$ cat config.mk
export PLATFORM = sky130hd
export DESIGN_NAME = vgate_top
export DESIGN_NICKNAME = d
export VERILOG_FILES = /design/src/rtl/vgate_pkg.sv /design/src/rtl/vgate_regfile.sv /design/src/rtl/vgate_start_latch.sv /design/src/rtl/vgate_line_counter.sv /design/src/rtl/vgate_window.sv /design/src/rtl/vgate_top.sv
export SDC_FILE = /design/constraint.sdc
export NUM_CORES = 1
export LEC_CHECK = 0
export ABC_AREA = 1
export BUFFER_PORTS_ARGS = -buffer_cell sky130_fd_sc_hd__buf_2
export CORE_MARGIN = 10
export CORE_UTILIZATION = 54
export DETAILED_ROUTE_END_ITERATION = 10
export HOLD_SLACK_MARGIN = 0.12
export PLACE_DENSITY = 0.87
export SLEW_MARGIN = 20
export SYNTH_ARGS = -nofsm -noshare
export SYNTH_HDL_FRONTEND = slang
export SYNTH_SLANG_ARGS = --single-unit
$ cat constraint.sdc
create_clock -name clk -period 3.6 [get_ports clk]
set_input_delay 0 -clock clk [delete_from_list [all_inputs] [get_ports clk]]
set_output_delay 0 -clock clk [all_outputs]
set_load 0.1 [all_outputs]
$ cat src/rtl/vgate_pkg.sv
package vgate_pkg;
  localparam int unsigned DEF_LINE_W  = 10;
  localparam int unsigned DEF_ADDR_W  = 8;
  localparam int unsigned DEF_HI_LSB  = 16;
  localparam int unsigned WORD_W      = 32;

  function automatic logic [WORD_W-1:0] field_mask(input int unsigned lsb,
                                                   input int unsigned width);
    logic [WORD_W-1:0] m;
    m = '0;
    for (int i = 0; i < WORD_W; i++)
      if (i >= lsb && i < lsb + width) m[i] = 1'b1;
    return m;
  endfunction
endpackage

$ cat src/rtl/vgate_regfile.sv
module vgate_regfile
  import vgate_pkg::*;
#(
  parameter int unsigned LINE_W  = DEF_LINE_W,
  parameter int unsigned ADDR_W  = DEF_ADDR_W,
  parameter int unsigned HI_LSB  = DEF_HI_LSB,
  parameter logic [ADDR_W-1:0] REG_OFS = 'h0C
) (
  input  logic              clk,
  input  logic              rst_n,
  input  logic              bus_sel,
  input  logic              bus_wr,
  input  logic [ADDR_W-1:0] bus_addr,
  input  logic [WORD_W-1:0] bus_wdata,
  output logic [WORD_W-1:0] bus_rdata,
  output logic [LINE_W-1:0] start_first,
  output logic [LINE_W-1:0] start_second,
  output logic              wr_hit
);
  localparam int unsigned HI_MSB = HI_LSB + LINE_W - 1;

  function automatic logic [WORD_W-1:0] pack_word(input logic [LINE_W-1:0] a,
                                                  input logic [LINE_W-1:0] b);
    logic [WORD_W-1:0] w;
    w = '0;
    w[LINE_W-1:0]      = a;
    w[HI_MSB:HI_LSB]   = b;
    return w;
  endfunction

  logic addr_hit;
  logic rd_hit;

  assign addr_hit = bus_sel && (bus_addr == REG_OFS);
  assign wr_hit   = addr_hit && bus_wr;
  assign rd_hit   = addr_hit && !bus_wr;

  always_ff @(posedge clk or negedge rst_n) begin
    if (!rst_n) begin
      start_first  <= '0;
      start_second <= '0;
    end else if (wr_hit) begin
      start_first  <= bus_wdata[LINE_W-1:0];
      start_second <= bus_wdata[HI_MSB:HI_LSB];
    end
  end

  assign bus_rdata = rd_hit ? pack_word(start_first, start_second) : '0;
endmodule

$ cat src/rtl/vgate_start_latch.sv
module vgate_start_latch #(
  parameter int unsigned LINE_W = vgate_pkg::DEF_LINE_W
) (
  input  logic              clk,
  input  logic              rst_n,
  input  logic              frame_sync,
  input  logic              interlaced,
  input  logic              field_id,
  input  logic [LINE_W-1:0] start_first,
  input  logic [LINE_W-1:0] start_second,
  output logic [LINE_W-1:0] active_start
);
  function automatic logic [LINE_W-1:0] pick_start(input logic ilace,
                                                   input logic fld,
                                                   input logic [LINE_W-1:0] a,
                                                   input logic [LINE_W-1:0] b);
    if (ilace && !fld) return a;
    return b;
  endfunction

  always_ff @(posedge clk or negedge rst_n) begin
    if (!rst_n)
      active_start <= '0;
    else if (frame_sync)
      active_start <= pick_start(interlaced, field_id, start_first, start_second);
  end
endmodule

$ cat src/rtl/vgate_line_counter.sv
module vgate_line_counter #(
  parameter int unsigned LINE_W = vgate_pkg::DEF_LINE_W
) (
  input  logic              clk,
  input  logic              rst_n,
  input  logic              frame_sync,
  input  logic              line_strobe,
  output logic [LINE_W-1:0] line_index,
  output logic              line_take
);
  localparam logic [LINE_W-1:0] CNT_MAX = '1;

  function automatic logic [LINE_W-1:0] sat_inc(input logic [LINE_W-1:0] v);
    return (v == CNT_MAX) ? v : v + 1'b1;
  endfunction

  assign line_take = line_strobe && !frame_sync;

  always_ff @(posedge clk or negedge rst_n) begin
    if (!rst_n)
      line_index <= '0;
    else if (frame_sync)
      line_index <= '0;
    else if (line_take)
      line_index <= sat_inc(line_index);
  end
endmodule

$ cat src/rtl/vgate_window.sv
module vgate_window #(
  parameter int unsigned LINE_W = vgate_pkg::DEF_LINE_W
) (
  input  logic              clk,
  input  logic              rst_n,
  input  logic              frame_sync,
  input  logic              line_take,
  input  logic [LINE_W-1:0] line_index,
  input  logic [LINE_W-1:0] active_start,
  output logic              window_open,
  output logic              line_valid
);
  logic start_hit;
  logic open_now;

  assign start_hit = (line_index == active_start);
  assign open_now  = window_open || start_hit;

  always_ff @(posedge clk or negedge rst_n) begin
    if (!rst_n) begin
      window_open <= 1'b0;
      line_valid  <= 1'b0;
    end else if (frame_sync) begin
      window_open <= 1'b0;
      line_valid  <= 1'b0;
    end else if (line_take) begin
      window_open <= open_now;
      line_valid  <= open_now;
    end
  end
endmodule

$ cat src/rtl/vgate_top.sv
module vgate_top
  import vgate_pkg::*;
#(
  parameter int unsigned LINE_W  = DEF_LINE_W,
  parameter int unsigned ADDR_W  = DEF_ADDR_W,
  parameter int unsigned HI_LSB  = DEF_HI_LSB,
  parameter logic [ADDR_W-1:0] REG_OFS = 'h0C
) (
  input  logic              clk,
  input  logic              rst_n,
  input  logic              frame_sync,
  input  logic              line_strobe,
  input  logic              field_id,
  input  logic              interlaced,
  input  logic              bus_sel,
  input  logic              bus_wr,
  input  logic [ADDR_W-1:0] bus_addr,
  input  logic [WORD_W-1:0] bus_wdata,
  output logic [WORD_W-1:0] bus_rdata,
  output logic              line_valid
);
  logic [LINE_W-1:0] start_first;
  logic [LINE_W-1:0] start_second;
  logic [LINE_W-1:0] active_start;
  logic [LINE_W-1:0] line_index;
  logic              line_take;
  logic              wr_hit;
  logic              window_open;

  vgate_regfile #(
    .LINE_W (LINE_W),
    .ADDR_W (ADDR_W),
    .HI_LSB (HI_LSB),
    .REG_OFS(REG_OFS)
  ) u_regs (
    .clk         (clk),
    .rst_n       (rst_n),
    .bus_sel     (bus_sel),
    .bus_wr      (bus_wr),
    .bus_addr    (bus_addr),
    .bus_wdata   (bus_wdata),
    .bus_rdata   (bus_rdata),
    .start_first (start_first),
    .start_second(start_second),
    .wr_hit      (wr_hit)
  );

  vgate_start_latch #(.LINE_W(LINE_W)) u_latch (
    .clk         (clk),
    .rst_n       (rst_n),
    .frame_sync  (frame_sync),
    .interlaced  (interlaced),
    .field_id    (field_id),
    .start_first (start_first),
    .start_second(start_second),
    .active_start(active_start)
  );

  vgate_line_counter #(.LINE_W(LINE_W)) u_cnt (
    .clk        (clk),
    .rst_n      (rst_n),
    .frame_sync (frame_sync),
    .line_strobe(line_strobe),
    .line_index (line_index),
    .line_take  (line_take)
  );

  vgate_window #(.LINE_W(LINE_W)) u_win (
    .clk         (clk),
    .rst_n       (rst_n),
    .frame_sync  (frame_sync),
    .line_take   (line_take),
    .line_index  (line_index),
    .active_start(active_start),
    .window_open (window_open),
    .line_valid  (line_valid)
  );
endmodule

==> results of run 1 <==
==> routing by layer <==
metal  vias to the layer above  GRT usage
met3                        10     0.0634
met2                        79      0.310
met1                      1002      0.167
met4                         0     0.0404
met5                         -          0
li1                       1073          -
==> metrics by stage <==
step / total power, uW / cell area [um2] / utilization / hold slack (ns)
finish: 938 / 2870 / 0.702 / 0.148
global route: 978 / 2870 / 0.702 / 0.161
CTS: 937 / 2870 / 0.702 / 0.140
detailed placement: 634 / 2560 / 0.626 / 0.172
global placement: 630 / 2560 / 0.626 / 0.165
floorplan: 604 / 2380 / - / -0.296
==> synthesized netlist by cell type, types with 2 or more instances <==
| cell | count | area (um2) |
|---|---|---|
| xnor2_1 | 3 | 26.3 |
| o21a_1 | 20 | 150 |
| inv_1 | 46 | 173 |
| clkbuf_1 | 2 | 7.51 |
| a21oi_1 | 8 | 40.0 |
| nand2_2 | 2 | 12.5 |
| inv_2 | 2 | 7.51 |
| buf_4 | 13 | 97.6 |
| o21ai_2 | 2 | 17.5 |
| buf_2 | 3 | 15.0 |
| nor3_2 | 2 | 20.0 |
| o21ai_0 | 25 | 125 |
| dfrtp_1 | 41 | 1030 |
| buf_6 | 4 | 45.0 |
| nand2_1 | 63 | 236 |
| nor2_1 | 34 | 128 |
| xor2_1 | 3 | 26.3 |
| nand3_1 | 23 | 115 |
==> registers in the layout, indices dropped and copies added (netlist names) <==
name,flops
u_regs.start_first,10
u_win.line_valid,1
u_cnt.line_index,10
u_latch.active_start,10
u_regs.start_second,10
==> cells by family (layout without fill, tap and decap cells) <==
kind of cell             count (synthesis)  in the layout
AND/OR/NAND/NOR                        129            129
buffers and inverters                   71            135
AO/OA/AOI/OAI                           56             56
flip-flops                              41             41
XOR/XNOR                                 6              6
adder cells (fa/ha/maj)                  1              1
other                                    1             12
==> what timing repair did <==
action	4_1_cts	5_1_grt
hold endpoints to repair	72	0
setup endpoints to repair	0	0
hold buffers	23	0
==> final timing paths <==
| kind | from | endpoint | slack (ns) | cells after the start |
|---|---|---|---|---|
| hold / removal | line_strobe | u_cnt.line_index[8] | 0.15 | 3 |
| setup reg to reg | u_cnt.line_index[1] | u_cnt.line_index[6] | 1.99 | 8 |
| max in group asynchronous | rst_n | u_latch.active_start[9] | 2.68 | 2 |
| hold reg to reg | u_latch.active_start[1] | u_latch.active_start[1] | 0.51 | 2 |
| min in group asynchronous | rst_n | u_cnt.line_index[8] | 0.36 | 2 |
| setup / recovery | bus_addr[1] | bus_rdata[22] | 1.87 | 6 |
==> report_power, final <==
part           switching [uW]  internal, uW
clock network             156           134
logic                     113          49.4
registers                9.66           476
total                     278           659
==> layout make-up <==
| cell class | instances | area, um2 | share of cell area |
|---|---|---|---|
| Tap cell | 50 | 62.6 | 0.0218 |
| Clock buffer | 6 | 72.6 | 0.0253 |
| Sequential cell | 41 | 1030 | 0.358 |
| Clock inverter | 2 | 10.0 | 0.00349 |
| Timing Repair Buffer | 79 | 510 | 0.178 |
| Multi-Input combinational cell | 204 | 1010 | 0.351 |
| Inverter | 48 | 180 | 0.0628 |
==> worst reg2reg max path, stage by stage, from the launching register on <==
cell,delay (ns)
dfrtp_1,0.43
ha_1,0.20
nand2_1,0.08
nor2_2,0.20
nand3_2,0.12
nand2_2,0.20
inv_1,0.13
nand3_1,0.08
nand2_1,0.06
==> key figures, run 1 <==
Status
  – Outcome: complete, no violations

Timing
  – Actual slew at the worst max-slew pin: between 0.8 and 0.9 ns
  – Slew HR: 0.412
  – Fmax: roughly 0.58 GHz
  – Final hold violation count: 0
  – Fin crit period: 1.73 ns
  – Period utilisation layout: 0.481
  – Post-Route Setup TNS: 0 ns
  – Final setup viols: 0
  – Slew Limit Fails: 0
  – Worst Clk Skew: roughly 0.0044 ns
  – Worst Setup Slack, final: ~1.9 ns
  – RSZ-0062 raised after global routing: no

Global routing
  – Total Routing Usage GR: 0.165
  – Vias in the first global route: about 2,300
  – Antenna violations before repair: 0
  – First-pass GRT wire length: slightly above 10,000 um
  – Grt ovf: 0
  – Pin count of the biggest net entering global routing: 42

Floorplan
  – Core outline area: 4090 um2
  – Effective utilization at floorplan: 0.573
  – Die W: around 86 um
  – Area of the die: 7370 um2
  – I/O pin count: 81
  – Die H: between 80 and 90 um
  – Row count: 23

Placement
  – I/O Buffers: 56
  – DP HPWL: 4270 um
  – Placer Congestion: between 0.8 and 0.9
  – Cell Count Post-Placement: 399
  – Dpl ws: about 1.9 ns

Synthesis
  – Post-synth EDFFs: 0
  – Post-Synth Adder-Cell Area: 0.00534
  – Warnings from Yosys: 0
  – Cells after synthesis: about 300
  – Seq/Total Area, Yosys: 0.438
  – Post-synthesis mux area share: 0
  – Synth Area in XOR/XNOR: 0.0224
  – Largest family of logic cells by synthesized area: simple AND/OR/NAND/NOR gates
  – Post-synthesis cell type count: 27
  – Syn Area/Cell: roughly 7.7 um2
  – Share of synthesized registers carrying an async set or reset: 1.00
  – Synth Area in Simple Gates: 0.238
  – Most frequently used flop master after synthesis: dfrtp_1
  – Number of synthesized register bits: 41
  – Synth Cell Area: 2340 um2
  – Post-synthesis compound-gate area fraction: 0.145

Clock network
  – Clk Latency, worst-skew pair: a little under 0.3 ns
  – CTS H-tree depth: 2
  – CTS resizes: 0
  – CTS tree: done
  – Clock buffer depth: 2
  – CTS clk-pin slew, worst paths: roughly 0.08 ns
  – Postcts setup bufs: 0
  – Clock sinks: 41
  – CTS root buf: clkbuf_8
  – Num CTS Buffers: 5

Pwr
  – Leakage: about 0.0016 uW
  – Worst VDD drop: 237 uV
  – Power Density: about 330 nW/um2

Detailed routing
  – Met2 wire len: approximately 3100 um
  – DR WL met3: roughly 480 um
  – 1st-iter DRT viols: between 100 and 150
  – Metal-1 WL: around 2500 um
  – Residual DRC count: 0
  – Per-cell routed wire length: about 14 um
  – Drt pass-1 iters: 4
  – Via count: between 2,000 and 2,500
  – Antenna viol nets, final: 0
  – WL final: slightly above 6000 um
  – Top sig layer: met4
  – DR vias/cell: just over 5

Worst setup path
  – Crit Path Class: in2out
  – CP peak stage delay: roughly 0.46 ns
  – Most used cell, CP: buf_2
  – CP top delay family: simple AND/OR/NAND/NOR gates
  – Crit path DAT: 1.73 ns
  – Worst Path Max Fanout: 20
  – Worst Path Required: around 3.6 ns
  – Kind of end point of the critical path: primary output
  – Buf/Inv on CP: 2
  – CP Cell Sequence: buf_2, or2_0, nor3_2, nand2_1, nor2_1, buf_2
  – CP max-delay cell: buf_2
  – Worst setup SP type: primary input

Worst hold path
  – Worst hold path class: in2reg

Cells and area
  – Share of layout cells above drive strength 1: 0.195
  – Post-route insts no fill: 430
  – Fillers: approximately 310
  – Commonest non-fill, non-tap cell in the layout: nand2_1
  – Commonest non-fill, non-tap cells in the layout: nand2_1 (63), buf_2 (56), inv_1 (46), dfrtp_1 (41), nor2_1 (34)
  – Area Overhead vs Synth: 22.6%
  – N_diodes: 0
  – Layout Nets: about 430

Flow run
  – Max Cap Viol: 0
Power figures use the tool's default switching activity.
==> inputs of run 2 (changes only) <==
--- a/config.mk
+++ b/config.mk
@@ -5,13 +5,13 @@
 export SDC_FILE = /design/constraint.sdc
 export NUM_CORES = 1
 export LEC_CHECK = 0
-export ABC_AREA = 1
+export ABC_AREA = 0
 export BUFFER_PORTS_ARGS = -buffer_cell sky130_fd_sc_hd__buf_2
 export CORE_MARGIN = 10
-export CORE_UTILIZATION = 54
+export CORE_UTILIZATION = 45
 export DETAILED_ROUTE_END_ITERATION = 10
 export HOLD_SLACK_MARGIN = 0.12
-export PLACE_DENSITY = 0.87
+export PLACE_DENSITY = 0.78
 export SLEW_MARGIN = 20
 export SYNTH_ARGS = -nofsm -noshare
 export SYNTH_HDL_FRONTEND = slang
==> constraint.sdc (replaced) <==
create_clock -name clk -period 1.54 [get_ports clk]
set_input_delay 0 -clock clk [delete_from_list [all_inputs] [get_ports clk]]
set_output_delay 0 -clock clk [all_outputs]
set_load 0.1 [all_outputs]
==> key figures, run 2 <==
Status
  – Outcome: complete, no violations

Worst setup path
  – Worst Path Required: approximately 1.7 ns
  – Kind of end point of the critical path: flip-flop
  – CP Cell Sequence: ha_4, nand3_4, o31ai_4, nor4_2, o21ba_2
  – CP peak stage delay: around 0.41 ns
  – Worst Path Max Fanout: 6
  – Worst setup SP type: flip-flop
  – Crit path DAT: between 1.5 and 2 ns
  – Crit Path Class: reg2reg
  – CP top delay family: compound AO/OA/AOI/OAI gates
  – FF-to-FF setup slack: roughly 0.048 ns
  – Buf/Inv on CP: 0
  – CP max-delay cell: dfrtp_1

Timing
  – Slew Limit Fails: 0
  – Final hold violation count: 0
  – Actual slew at the worst max-slew pin: 0.523 ns
  – Worst Clk Skew: just under 0.01 ns
  – RSZ-0062 raised after global routing: yes
  – Fmax: around 0.67 GHz
  – Final setup viols: 0
  – Fin crit period: about 1.5 ns
  – Worst Setup Slack, final: 0.0484 ns
  – Slew HR: 0.652
  – Period utilisation layout: 0.969

Synthesis
  – Synth cell count leaders: dfrtp_1 (41), and2_1 (20), mux2_4 (20), nor2_1 (19), mux2i_1 (13)
  – Post-synthesis cell type count: 38
  – Synth area leaders: dfrtp_1 (46%), mux2_4 (13%), mux2i_1 (5.8%), and2_1 (5.6%), buf_4 (4.0%)
  – Synth Cell Area: 2240 um2
  – Most frequently used flop master after synthesis: dfrtp_1
  – Cells after synthesis: 200
  – Syn Area/Cell: between 10 and 15 um2
  – Number of synthesized register bits: ~40
  – Most numerous cell in the Yosys netlist: dfrtp_1
  – Warnings from Yosys: 0
  – Seq/Total Area, Yosys: 0.457
  – Yosys top cell by area: dfrtp_1
  – Post-synth EDFFs: 0
  – Share of the synthesized area in the top cell type: 0.457
  – Share of synthesized registers carrying an async set or reset: 1.00

Clock network
  – CTS H-tree depth: 2
  – CTS tree: done
  – Clock sinks: between 40 and 50
  – Clock buffer depth: 2
  – CTS root buf: clkbuf_8
  – CTS clk-pin slew, worst paths: approximately 0.080 ns
  – Clk Latency, worst-skew pair: around 0.3 ns
  – Num CTS Buffers: 5

Pwr
  – Worst VDD drop: 524 uV
  – Leakage: approximately 0.0016 uW
  – Tot Pwr: 2240 uW
  – Power Density: 680 nW/um2

Floorplan
  – Effective utilization at floorplan: 0.469
  – Row count: 25
  – Die H: just over 90 um
  – Area of the die: between 8000 and 9000 um2
  – Core outline area: roughly 4800 um2
  – Die W: just over 90 um
  – I/O pin count: 81

Global routing
  – Vias in the first global route: 2,002
  – Pin count of the biggest net entering global routing: 42
  – Grt ovf: 0
  – Total Routing Usage GR: 0.145
  – Antenna violations before repair: 0
  – First-pass GRT wire length: just under 10,000 um

Placement
  – Dpl ws: 0.0391 ns
  – Placer Congestion: 0.835
  – I/O Buffers: between 50 and 60
  – DP HPWL: roughly 4000 um

Cells and area
  – Layout Nets: about 340
  – Fillers: 330
  – Share of the core filled with cells: 0.690
  – Commonest non-fill, non-tap cells in the layout: dfrtp_1 (41), buf_2 (36), dlygate4sd3_1 (22), buf_12 (21)
  – N_diodes: 0
  – Area Overhead vs Synth: 47.1%
  – Share of layout cells above drive strength 1: 0.371
  – Commonest non-fill, non-tap cell in the layout: dfrtp_1

Detailed routing
  – 1st-iter DRT viols: 80
  – Via count: around 1,800
  – DR vias/cell: 4.98
  – Per-cell routed wire length: ~16 um
  – Drt pass-1 iters: 4
  – Antenna viol nets, final: 0
  – WL final: between 5000 and 6000 um
  – Residual DRC count: 0

Flow run
  – Max Cap Viol: 0

Worst hold path
  – Worst hold path class: in2reg
==> run 2: cell count changes in the layout (fill, tap and decap cells not counted), sizes merged, moves of 3 or more <==
cell	before	now
a21oi	8	11
mux2	0	20
o21a	20	0
buf	56	74
and2	0	20
nor4	0	4
mux2i	0	13
nor2	35	19
xor2	3	7
nand2	65	5
nand3	24	7
inv	48	2
o21ai	27	3
==> run 2: power breakdown <==
| part | internal [uW] | switching, uW | leakage (uW) |
|---|---|---|---|
| Sequential | 1110 | 31.7 | 0.000555 |
| Combinational | 148 | 241 | 0.000979 |
| Clock | 319 | 390 | 0.0000374 |
| Total | 1580 | 663 | 0.00157 |
==> run 2: final timing paths <==
| check | endpoint | start | cells past startpoint |
|---|---|---|---|
| worst max-delay path | u_cnt.line_index[5] | u_cnt.line_index[0] | 5 |
| worst min-delay path | u_cnt.line_index[0] | line_strobe | 4 |
| max in group asynchronous | u_cnt.line_index[9] | rst_n | 3 |
| worst min register to register | u_win.line_valid | u_win.line_valid | 2 |
| min in group asynchronous | u_regs.start_first[8] | rst_n | 3 |
| worst max register to register | u_cnt.line_index[5] | u_cnt.line_index[0] | 5 |
==> run 2: worst register-to-register path: stages (launching register included) <==
cell,delay [ns]
dfrtp_1,0.41
ha_4,0.16
nand3_4,0.08
o31ai_4,0.40
nor4_2,0.10
o21ba_2,0.22
==> run 2: logic make-up after synthesis <==
group | Yosys count | synth area share
AO/OA/AOI/OAI | 22 | 0.0669
flip-flops | 41 | 0.457
AND/OR/NAND/NOR | 67 | 0.164
XOR/XNOR | 12 | 0.0468
multiplexers | 33 | 0.192
buffers and inverters | 23 | 0.0663
adder cells (fa/ha/maj) | 1 | 0.00557
other | 1 | 0.00167
==> run 2: stage by stage <==
stage / hold slack (ns) / instances / setup TNS (ns) / area, um2
2_1_floorplan: -0.296 / 211 / 0 / 2290
4_1_cts: 0.129 / 360 / 0 / 3260
6_report: 0.144 / 361 / 0 / 3300
3_5_place_dp: 0.0990 / 330 / 0 / 2950
5_1_grt: 0.182 / 361 / -0.0344 / 3300
3_3_place_gp: 0.0953 / 330 / 0 / 2950
==> run 2: final cells by class <==
cell class	count	area [um2]	share of cell area
inverters	2	7.51	0.00227
clock inverters	2	15.0	0.00455
repair buffers	96	948	0.287
clock buffers	6	72.6	0.0220
well taps	67	83.8	0.0254
multi-input cells	147	1150	0.348
flip-flops and latches	41	1030	0.311
==> run 2: timing repair <==
action / CTS / global route
endpoints found under the hold margin: 67 / 0
setup buffers: 0 / 1
endpoints found under the setup margin: 2 / 7
hold buffers: 22 / 0
resized for setup: 1 / 6
pin swaps: 1 / 4
==> run 2: per-layer routing <==
metal | share of wire | track usage
met5 | 0 | 0
met4 | 0.017 | 0.0491
met3 | 0.10 | 0.0773
met2 | 0.47 | 0.225
met1 | 0.41 | 0.167
